[src/rtl/rf_pkg.sv]
package rf_pkg;

  localparam int IDX_W     = 5;
  localparam int ARCH_REGS = 31;
  localparam int ZERO_IDX  = 31;
  localparam int SH_REGS   = 8;
  localparam int SH_AW     = $clog2(SH_REGS);
  localparam int SH_LO     = 8;
  localparam int SH_HI     = 14;
  localparam int SH_EXTRA  = 25;

  // Where an index lands after remapping.
  typedef struct packed {
    logic             is_zero;
    logic             in_shadow;
    logic [IDX_W-1:0] main_a;
    logic [SH_AW-1:0] sh_a;
  } loc_t;

  function automatic loc_t map_reg(input logic [IDX_W-1:0] idx, input logic priv);
    loc_t l;
    logic in_range;
    logic is_extra;
    in_range    = (idx >= IDX_W'(SH_LO)) && (idx <= IDX_W'(SH_HI));
    is_extra    = (idx == IDX_W'(SH_EXTRA));
    l.is_zero   = (idx == IDX_W'(ZERO_IDX));
    l.in_shadow = priv && (in_range || is_extra);
    l.main_a    = idx;
    if (is_extra)      l.sh_a = SH_AW'(SH_REGS - 1);
    else if (in_range) l.sh_a = SH_AW'(idx - IDX_W'(SH_LO));
    else               l.sh_a = '0;
    return l;
  endfunction

  function automatic logic same_loc(input loc_t a, input loc_t b);
    logic slot_eq;
    slot_eq = a.in_shadow ? (a.sh_a == b.sh_a) : (a.main_a == b.main_a);
    return !a.is_zero && !b.is_zero && (a.in_shadow == b.in_shadow) && slot_eq;
  endfunction

endpackage

[src/rtl/rf_remap.sv]
module rf_remap
  import rf_pkg::*;
(
  input  logic [IDX_W-1:0] idx_i,
  input  logic             priv_i,
  output loc_t             loc_o
);

  assign loc_o = map_reg(idx_i, priv_i);

  always_comb begin
    if (!priv_i)
      p_plain_r2: assert (!loc_o.in_shadow);
    if (priv_i && idx_i == IDX_W'(SH_EXTRA))
      p_extra_slot_r4: assert (loc_o.in_shadow && loc_o.sh_a == SH_AW'(SH_REGS - 1));
    if (priv_i && idx_i == IDX_W'(SH_LO))
      p_first_slot_r3: assert (loc_o.in_shadow && loc_o.sh_a == '0);
    if (idx_i == IDX_W'(ZERO_IDX))
      p_zero_map_r7: assert (loc_o.is_zero && !loc_o.in_shadow);
  end

endmodule

[src/rtl/rf_bank.sv]
module rf_bank #(
  parameter int DATA_W = 64,
  parameter int DEPTH  = 31,
  parameter int NRD    = 2,
  localparam int AW    = (DEPTH > 1) ? $clog2(DEPTH) : 1
) (
  input  logic                        clk,
  input  logic                        rst_n,
  input  logic                        we,
  input  logic [AW-1:0]               waddr,
  input  logic [DATA_W-1:0]           wdata,
  input  logic [NRD-1:0][AW-1:0]      raddr,
  output logic [NRD-1:0][DATA_W-1:0]  rdata
);

  logic [DATA_W-1:0] mem_q [DEPTH];

  always_ff @(posedge clk or negedge rst_n) begin
    if (!rst_n) begin
      for (int e = 0; e < DEPTH; e++) mem_q[e] <= '0;
    end else if (we && int'(waddr) < DEPTH) begin
      mem_q[waddr] <= wdata;
    end
  end

  for (genvar p = 0; p < NRD; p++) begin : g_rd
    assign rdata[p] = (int'(raddr[p]) < DEPTH) ? mem_q[raddr[p]] : '0;
  end

  // A stored value is visible on the next cycle at the same slot.
  p_wr_then_rd_r6: assert property (@(posedge clk) disable iff (!rst_n)
    ($past(we) && raddr[0] == $past(waddr) && int'(raddr[0]) < DEPTH)
      |-> rdata[0] == $past(wdata));

endmodule

[src/rtl/banked_regfile.sv]
module banked_regfile
  import rf_pkg::*;
#(
  parameter int DATA_W = 64
) (
  input  logic              clk,
  input  logic              rst_n,
  input  logic              priv_mode,
  input  logic              wr_en,
  input  logic [IDX_W-1:0]  wr_idx,
  input  logic [DATA_W-1:0] wr_data,
  input  logic [IDX_W-1:0]  rd_idx_a,
  input  logic [IDX_W-1:0]  rd_idx_b,
  output logic [DATA_W-1:0] rd_data_a,
  output logic [DATA_W-1:0] rd_data_b
);

  localparam int NRD = 2;

  logic [NRD-1:0][IDX_W-1:0]  rd_idx;
  loc_t                       wloc;
  loc_t                       rloc      [NRD];
  logic [NRD-1:0][IDX_W-1:0]  main_ra;
  logic [NRD-1:0][SH_AW-1:0]  sh_ra;
  logic [NRD-1:0][DATA_W-1:0] main_rd;
  logic [NRD-1:0][DATA_W-1:0] sh_rd;
  logic [NRD-1:0][DATA_W-1:0] rd_out;
  logic [NRD-1:0]             fwd_hit;
  logic                       wr_fire;
  logic                       main_we;
  logic                       sh_we;

  assign rd_idx = {rd_idx_b, rd_idx_a};

  rf_remap i_wmap (.idx_i(wr_idx), .priv_i(priv_mode), .loc_o(wloc));

  assign wr_fire = wr_en && !wloc.is_zero;
  assign main_we = wr_fire && !wloc.in_shadow;
  assign sh_we   = wr_fire &&  wloc.in_shadow;

  for (genvar p = 0; p < NRD; p++) begin : g_port
    rf_remap i_rmap (.idx_i(rd_idx[p]), .priv_i(priv_mode), .loc_o(rloc[p]));
    assign main_ra[p] = rloc[p].main_a;
    assign sh_ra[p]   = rloc[p].sh_a;
    assign fwd_hit[p] = wr_en && same_loc(wloc, rloc[p]);
    always_comb begin
      if (rloc[p].is_zero)        rd_out[p] = '0;
      else if (fwd_hit[p])        rd_out[p] = wr_data;
      else if (rloc[p].in_shadow) rd_out[p] = sh_rd[p];
      else                        rd_out[p] = main_rd[p];
    end
  end

  rf_bank #(.DATA_W(DATA_W), .DEPTH(ARCH_REGS), .NRD(NRD)) i_main (
    .clk(clk), .rst_n(rst_n), .we(main_we), .waddr(wloc.main_a),
    .wdata(wr_data), .raddr(main_ra), .rdata(main_rd));

  rf_bank #(.DATA_W(DATA_W), .DEPTH(SH_REGS), .NRD(NRD)) i_shadow (
    .clk(clk), .rst_n(rst_n), .we(sh_we), .waddr(wloc.sh_a),
    .wdata(wr_data), .raddr(sh_ra), .rdata(sh_rd));

  assign rd_data_a = rd_out[0];
  assign rd_data_b = rd_out[1];

  p_zero_rd_r7: assert property (@(posedge clk) disable iff (!rst_n)
    rd_idx_a == IDX_W'(ZERO_IDX) |-> rd_data_a == '0);

  p_zero_wr_r7: assert property (@(posedge clk) disable iff (!rst_n)
    (wr_en && wr_idx == IDX_W'(ZERO_IDX)) |-> !main_we && !sh_we);

  p_fwd_a_r8: assert property (@(posedge clk) disable iff (!rst_n)
    (wr_en && wr_idx == rd_idx_a && wr_idx != IDX_W'(ZERO_IDX)) |-> rd_data_a == wr_data);

  p_extra_to_shadow_r4: assert property (@(posedge clk) disable iff (!rst_n)
    (priv_mode && wr_en && wr_idx == IDX_W'(SH_EXTRA)) |-> sh_we && !main_we);

  p_user_to_main_r2: assert property (@(posedge clk) disable iff (!rst_n)
    (!priv_mode && wr_en && wr_idx != IDX_W'(ZERO_IDX)) |-> main_we && !sh_we);

endmodule

[config.mk]
export PLATFORM = sky130hd
export DESIGN_NAME = banked_regfile
export DESIGN_NICKNAME = d
export VERILOG_FILES = /design/src/rtl/rf_pkg.sv /design/src/rtl/rf_remap.sv /design/src/rtl/rf_bank.sv /design/src/rtl/banked_regfile.sv
export SDC_FILE = /design/constraint.sdc
export NUM_CORES = 2
export LEC_CHECK = 0
export BUFFER_PORTS_ARGS = -buffer_cell sky130_fd_sc_hd__buf_2
export CAP_MARGIN = 20
export CORE_MARGIN = 2
export CORE_UTILIZATION = 55
export CTS_BUF_LIST = sky130_fd_sc_hd__clkbuf_2
export CTS_CLUSTER_DIAMETER = 100
export CTS_CLUSTER_SIZE = 24
export DETAILED_ROUTE_END_ITERATION = 10
export PLACE_DENSITY_LB_ADDON = 0.25
export RECOVER_POWER = 50
export SLEW_MARGIN = 20
export SYNTH_ARGS = -nofsm -noshare
export SYNTH_HDL_FRONTEND = slang
export SYNTH_SLANG_ARGS = --single-unit
export TNS_END_PERCENT = 100
[constraint.sdc]
create_clock -name clk -period 5.6 [get_ports clk]
set_input_delay 0.84 -clock clk [delete_from_list [all_inputs] [get_ports clk]]
set_output_delay 0.84 -clock clk [all_outputs]
set_load 0.03 [all_outputs]
Word-level counts from Yosys, hierarchy flattened. Cells that the tools add are included.

Bits of input ports: 83. Logic and storage cells: 138. Flip-flop bits (word level): 2496.

Reduce and logical (&&, ||, !) cells: 27. Equal/unequal tests: 12. Bitwise gates (word level): 6. $lt $le $gt $ge: 17. Muxes and demuxes: 34. Add/sub/neg operators: 3.

Operator list (number): 1984-bit bitwise mux (1); 64-bit 2-to-1 mux (18); 64-bit binary-select mux with 5-bit select (2); 512-bit bitwise mux (1); 64-bit binary-select mux with 3-bit select (2); 64-bit demux with 5-bit select (1); 64-bit demux with 3-bit select (1); 5-bit == test, second input constant (6); 1-bit logical AND (20); 6-bit greater-or-equal comparator, second input constant (3); 3-bit 2-to-1 mux (6); 5-bit inverter with 6-bit output (3); 5-bit by 4-bit greater-or-equal comparator with 1-bit output, second input constant (3); 5-bit by 4-bit less-or-equal comparator with 1-bit output, second input constant (3); 5-bit less-than comparator, second input constant (3); 4-bit greater-or-equal comparator, second input constant (3); 3-bit inverter with 4-bit output (3); 5-bit == test (2); 3-bit by 1-bit subtractor with 3-bit output, second input constant (3); 3-bit == test (2); 6-bit by 1-bit less-than comparator with 1-bit output, second input constant (1); 1-bit zero test (4); 4-bit by 1-bit less-than comparator with 1-bit output, second input constant (1); 1-bit logical OR (3); other kinds (2) (4).

Longest topological paths before layout.
Depth after elaboration: 11. Mapped depth: 12.

Hierarchy. Synthesis repeated with hierarchy kept, for this count alone.

Cell total of the unflattened synthesis: 9877. Area total of the unflattened synthesis: 138320.2 µm².

By module, submodules not included: rf_bank (i_main) (cells an instance 7797, area an instance 107718.3 µm², instances 1); rf_bank (i_shadow) (cells an instance 1541, area an instance 26611.8 µm², instances 1); banked_regfile (cells an instance 476, area an instance 3595.9 µm², instances 1); rf_remap (cells an instance 21, area an instance 131.4 µm², instances 3).

Worst setup path before layout. OpenSTA, ideal clock, no wires.

Path kind: input to output. Start point: input port rd_idx_b[3]. End point: output port rd_data_b[35]. Buffers on the path: 4. Stages: 7. Arrival: 3299 ps. Slack: 1461 ps. Path through: buf_2 -> buf_2 -> buf_2 -> clkbuf_1 -> nor2_1 -> a22o_1 -> o311ai_0.

Word-level cells in the longest chain between the ends: 11. Elaborated cells between the ends (all ways): 31. Those cells by class: order compare (3); eq/ne (5); mux (13); bitwise (2); reduce/logical (8).

Ends and longest elaborated chain: start: declaration (line banked_regfile.sv:13) `input logic [IDX_W-1:0] rd_idx_b,`; 5-bit by 4-bit greater-or-equal comparator with 1-bit output / 5-bit by 4-bit less-or-equal comparator with 1-bit output (equally long branches) (line rf_pkg.sv:24) `in_range = (idx >= IDX_W'(SH_LO)) && (idx <= IDX_W'(SH_HI));`; 1-bit logical AND (line rf_pkg.sv:24); 3-bit 2-to-1 mux (line rf_pkg.sv:30) `else if (in_range) l.sh_a = SH_AW'(idx - IDX_W'(SH_LO));`; 3-bit 2-to-1 mux (line rf_pkg.sv:29) `if (is_extra) l.sh_a = SH_AW'(SH_REGS - 1);`; 3-bit inverter with 4-bit output (not written as such) (line rf_bank.sv:27) `assign rdata[p] = (int'(raddr[p]) < DEPTH) ? mem_q[raddr[p]] : '0;`; 64-bit binary-select mux with 3-bit select (line rf_bank.sv:27); 64-bit 2-to-1 mux (not written as such) (2 in series) (line rf_bank.sv:27); 64-bit 2-to-1 mux (line banked_regfile.sv:49) `else if (rloc[p].in_shadow) rd_out[p] = sh_rd[p];`; 64-bit 2-to-1 mux (line banked_regfile.sv:48) `else if (fwd_hit[p]) rd_out[p] = wr_data;`; 64-bit 2-to-1 mux * (line banked_regfile.sv:47) `if (rloc[p].is_zero) rd_out[p] = '0;`; end: declaration (line banked_regfile.sv:15) `output logic [DATA_W-1:0] rd_data_b`.

Mark *: on every way between the ends. The rest lies on a longest branch, timed or not. The select of a mux whose other input is x is not followed.

Worst setup path in the final report.
Start point: input port wr_idx[2]. End point: output port rd_data_a[20].

Word-level cells in the longest chain between the ends: 10. Elaborated cells between the ends (all ways): 21. Those cells by class: add/sub (1); order compare (2); eq/ne (5); mux (5); reduce/logical (8).

Ends and longest elaborated chain: start: declaration (line banked_regfile.sv:10) `input logic [IDX_W-1:0] wr_idx,`; 5-bit by 4-bit greater-or-equal comparator with 1-bit output / 5-bit by 4-bit less-or-equal comparator with 1-bit output (equally long branches) (line rf_pkg.sv:24); 1-bit logical AND (line rf_pkg.sv:24); 3-bit 2-to-1 mux / 1-bit logical OR (equally long branches) (line rf_pkg.sv:30, rf_pkg.sv:27); 3-bit 2-to-1 mux / 1-bit logical AND (equally long branches) (line rf_pkg.sv:29, rf_pkg.sv:27); 3-bit == test / 1-bit == test (equally long branches) (line rf_pkg.sv:37, rf_pkg.sv:38); 1-bit 2-to-1 mux / 1-bit logical AND (equally long branches) (line rf_pkg.sv:37, rf_pkg.sv:38); 1-bit logical AND * (line rf_pkg.sv:38) `return !a.is_zero && !b.is_zero && (a.in_shadow == b.in_shadow) && slot_eq;`; 1-bit logical AND * (line banked_regfile.sv:45) `assign fwd_hit[p] = wr_en && same_loc(wloc, rloc[p]);`; 64-bit 2-to-1 mux * (line banked_regfile.sv:48); 64-bit 2-to-1 mux * (line banked_regfile.sv:47); end: declaration (line banked_regfile.sv:14) `output logic [DATA_W-1:0] rd_data_a,`.

Mark *: on every way between the ends. The rest lies on a longest branch, timed or not.

==> run metrics <==
clock root cell clkbuf_2; Port Buf Inserts 210; max-cap violation count 29; clock-pin slew on the worst setup and hold paths 0.45 ns; H-tree levels 3; FMAX roughly 180 MHz; largest net degree at the start of global routing approximately 190; TritonCTS Sinks 2,496; Hold Violations, Final 0; adder-cell area share of the yosys netlist 0.000157; CP Max Fanout 12; DP Wirelength around 290 mm; fin worst setup slack -0.109 ns; final wirelength between 400 and 500 mm; area delta synth->final 6.00%; vias in the first global route around 96,000; CP Cell Sequence dlygate4sd3_1 > buf_2 > nand3_1 > o21a_1 > nand4_1 > and3_4 > buf_4 > a32oi_1 > o21ai_1 > buf_2; # nets final 9,726; Critical Path End Type primary output; leakage ~62 nW; relative slew slack -2.35; Rows between 150 and 200; fin crit period between 5 and 6 ns; Final Cycle Share 1.02; Synth Area in Simple Gates 0.0429; CP Class in -> out; initial antenna violation count 58; CTS tree yes; Worst path max stage delay ~0.7 ns; Req. time, crit path roughly 4.8 ns; CP top delay family buffers and inverters; CTS Buf Count about 120; gr ovfl total 0; die height 500 um; first-pass GRT wire length about 710 mm; die width ~500 um; 1st-iter DRT viols between 10,000 and 15,000; min-delay worst type in -> reg; Syn Nets about 9,800; Worst VDD drop roughly 220 uV; fin cells roughly 13,000; via/cell ratio roughly 7.5; Setup Skew 0 ns; fill count approximately 19,000; most frequent CP cell buf_2; total power ~0.042 W; pwr/cell area 291 mW/mm^2; Tot GR Track Use 0.392; Place WS 0.146 ns; drt pass-1 iters 8; Antenna Violating Nets Remaining 0; maximum root-to-sink buffer count 3; Residual DRC 0; #FFs+latches synth 2,496; top_reg_cell synth dfrtp_1; setup violators final 7; gpl congestion slightly above 0.9; Post-Syn Area ~0.14 sq mm; startpoint types primary input; setup total negative slack -0.357 ns; Avg Inst Size Synth 13.9 sq um; slew at the pin closest to its max-slew limit roughly 5 ns; Wirelength per Cell approximately 38 um; Netlist cell types between 70 and 80; Gate Count Post-Synth between 9,000 and 10,000; number of top-level pins 211; sequential area share after synthesis 0.461; mux contribution to synthesized area 0.412; crit path DAT 4.87 ns; failing checks max-capacitance violations, max-slew violations, negative setup slack; Initial Utilization 0.552; status finished with violations; EDFF count, synth 0; RSZ-0062 raised after global routing no; via count 96,400; Compound-Gate Fraction of Synth Area 0.0459; core area between 0.2 and 0.25 sq mm; max-slew violations 1,840; Synth Area in XOR/XNOR 0.000647; largest family of logic cells by synthesized area multiplexers; placed cells ~13,000; Ys Warns 0; slowest CP cell and3_4; worst path bufs/invs 4; Clock Latency Late Sink slightly below 2 ns; share of cells above drive strength 1 0.458; die area 0.250 sq mm; FFs w/ async S/R, synth 1.00
layer usage:
layer	global-route usage	vias up	share of wire
li1	-	36800	-
met5	0	-	0.00071
met3	0.133	1811	0.14
met1	0.528	50700	0.37
met2	0.558	7085	0.43
met4	0.222	54	0.067
kinds of logic (layout without fill, tap and decap cells):
group / after synthesis / after routing
xor+xnor: 10 / 10
flops: 2496 / 2496
fa+ha+maj: 2 / 2
mux: 3972 / 3972
buf+inv: 1078 / 978
simple gates: 1306 / 1306
compound gates: 898 / 898
other cells: 0 / 36
synthesized netlist by cell type (9+ instances only):
cell type  instances  area (sq um)
mux2_2          2592         29200
dfrtp_1         2496         62500
mux4_2          1024         23100
nand2_1          672          2520
clkbuf_1         579          2170
mux2i_1          347          3470
nand3_1          336          1680
buf_2            319          1600
o21ai_0          155           776
nor2_1           127           477
a21oi_1          101           505
o211ai_1          92           691
a22oi_1           89           668
o22ai_1           85           532
a211oi_1          81           608
buf_4             69           518
buf_1             49           184
o2111ai_1         49           429
buf_6             40           450
a31oi_1           36           225
a32oi_1           34           298
and3_1            33           206
nor2b_1           27           169
o221ai_1          25           219
o2bb2ai_1         25           219
nor3_1            23           115
a221oi_1          22           193
o21ai_1           20           100
nand2b_1          18           113
inv_1             17          63.8
nor4_1            15          93.8
a211o_1           13           114
and2_1            13          81.3
a32o_1            11           110
nor3b_1           10          75.1
mux2_1             9           101
flip-flops by register name, indices dropped and copies added, names as in the netlist:
name            flops
i_shadow.mem_q    512
i_main.mem_q     1984
final cells by class:
class / count / area (sq um) / area share
well taps: 3220 / 4030 / 0.0281
clock inverters: 16 / 236 / 0.00165
diodes: 36 / 90.1 / 0.000627
repair buffers: 821 / 7690 / 0.0536
flip-flops and latches: 2496 / 62500 / 0.435
multi-input cells: 6188 / 68400 / 0.476
clock buffers: 120 / 601 / 0.00418
inverters: 21 / 80.1 / 0.000558
power breakdown:
part | switching [W] | internal, W | leakage [nW] | total [W]
clock | 0.00561 | 0.000859 | 0.612 | 0.00646
sequential | 0.00234 | 0.0212 | 32.3 | 0.0236
combinational | 0.00547 | 0.00633 | 29.2 | 0.0118
total | 0.0134 | 0.0284 | 62.2 | 0.0418
worst register-to-register path, cell delays in order (launching register included):
cell and delay (ns):
dfrtp_1 0.49, mux2_2 0.28, dlygate4sd3_1 0.57
metrics by stage:
step           hold WS (ns)  cell area [sq um]   util
4_1_cts              0.0108             144000  0.586
3_5_place_dp          0.501             140000  0.571
5_1_grt               0.175             143000  0.585
2_1_floorplan         0.470             135000      -
6_report              0.158             144000  0.585
3_3_place_gp          0.482             140000  0.571
repair_timing:
action                     4_1_cts  5_1_grt
buffers inserted                 0        0
setup endpoints to repair        2        2
gates resized for setup          5        2
cloned                           0        0
hold buffers                   244        0
hold endpoints to repair      4992        0
pin swaps                        0        1
final timing paths:
kind | startpoint | to | slack (ns) | cells past startpoint
max reg2reg | i_main.mem_q[914] | i_main.mem_q[914] | 4.22 | 2
min in group asynchronous | rst_n | i_main.mem_q[1657] | 1.47 | 4
min | wr_data[16] | i_main.mem_q[784] | 0.16 | 3
max in group asynchronous | rst_n | i_main.mem_q[458] | 0.37 | 5
min reg2reg | i_main.mem_q[973] | i_main.mem_q[973] | 0.57 | 1
max | wr_idx[2] | rd_data_a[20] | -0.11 | 10
placed cells by master (no fill, tap or decap), types with 22 or more instances in the layout:
master and instances:
a211oi_1 79, a21oi_1 101, a221oi_1 22, a22oi_1 89
a31oi_1 35, a32oi_1 34, and3_1 32, buf_12 127
buf_2 204, buf_4 239, clkbuf_1 28, clkbuf_2 130
dfrtp_1 2496, diode_2 36, dlygate4sd3_1 198, mux2_2 2591
mux2i_1 347, mux4_2 1024, nand2_1 650, nand3_1 334
nor2_1 117, nor3_1 22, o2111ai_1 49, o211ai_1 92
o21ai_0 155, o221ai_1 25, o22ai_1 85, o2bb2ai_1 25
Power figures use the tool's default switching activity.
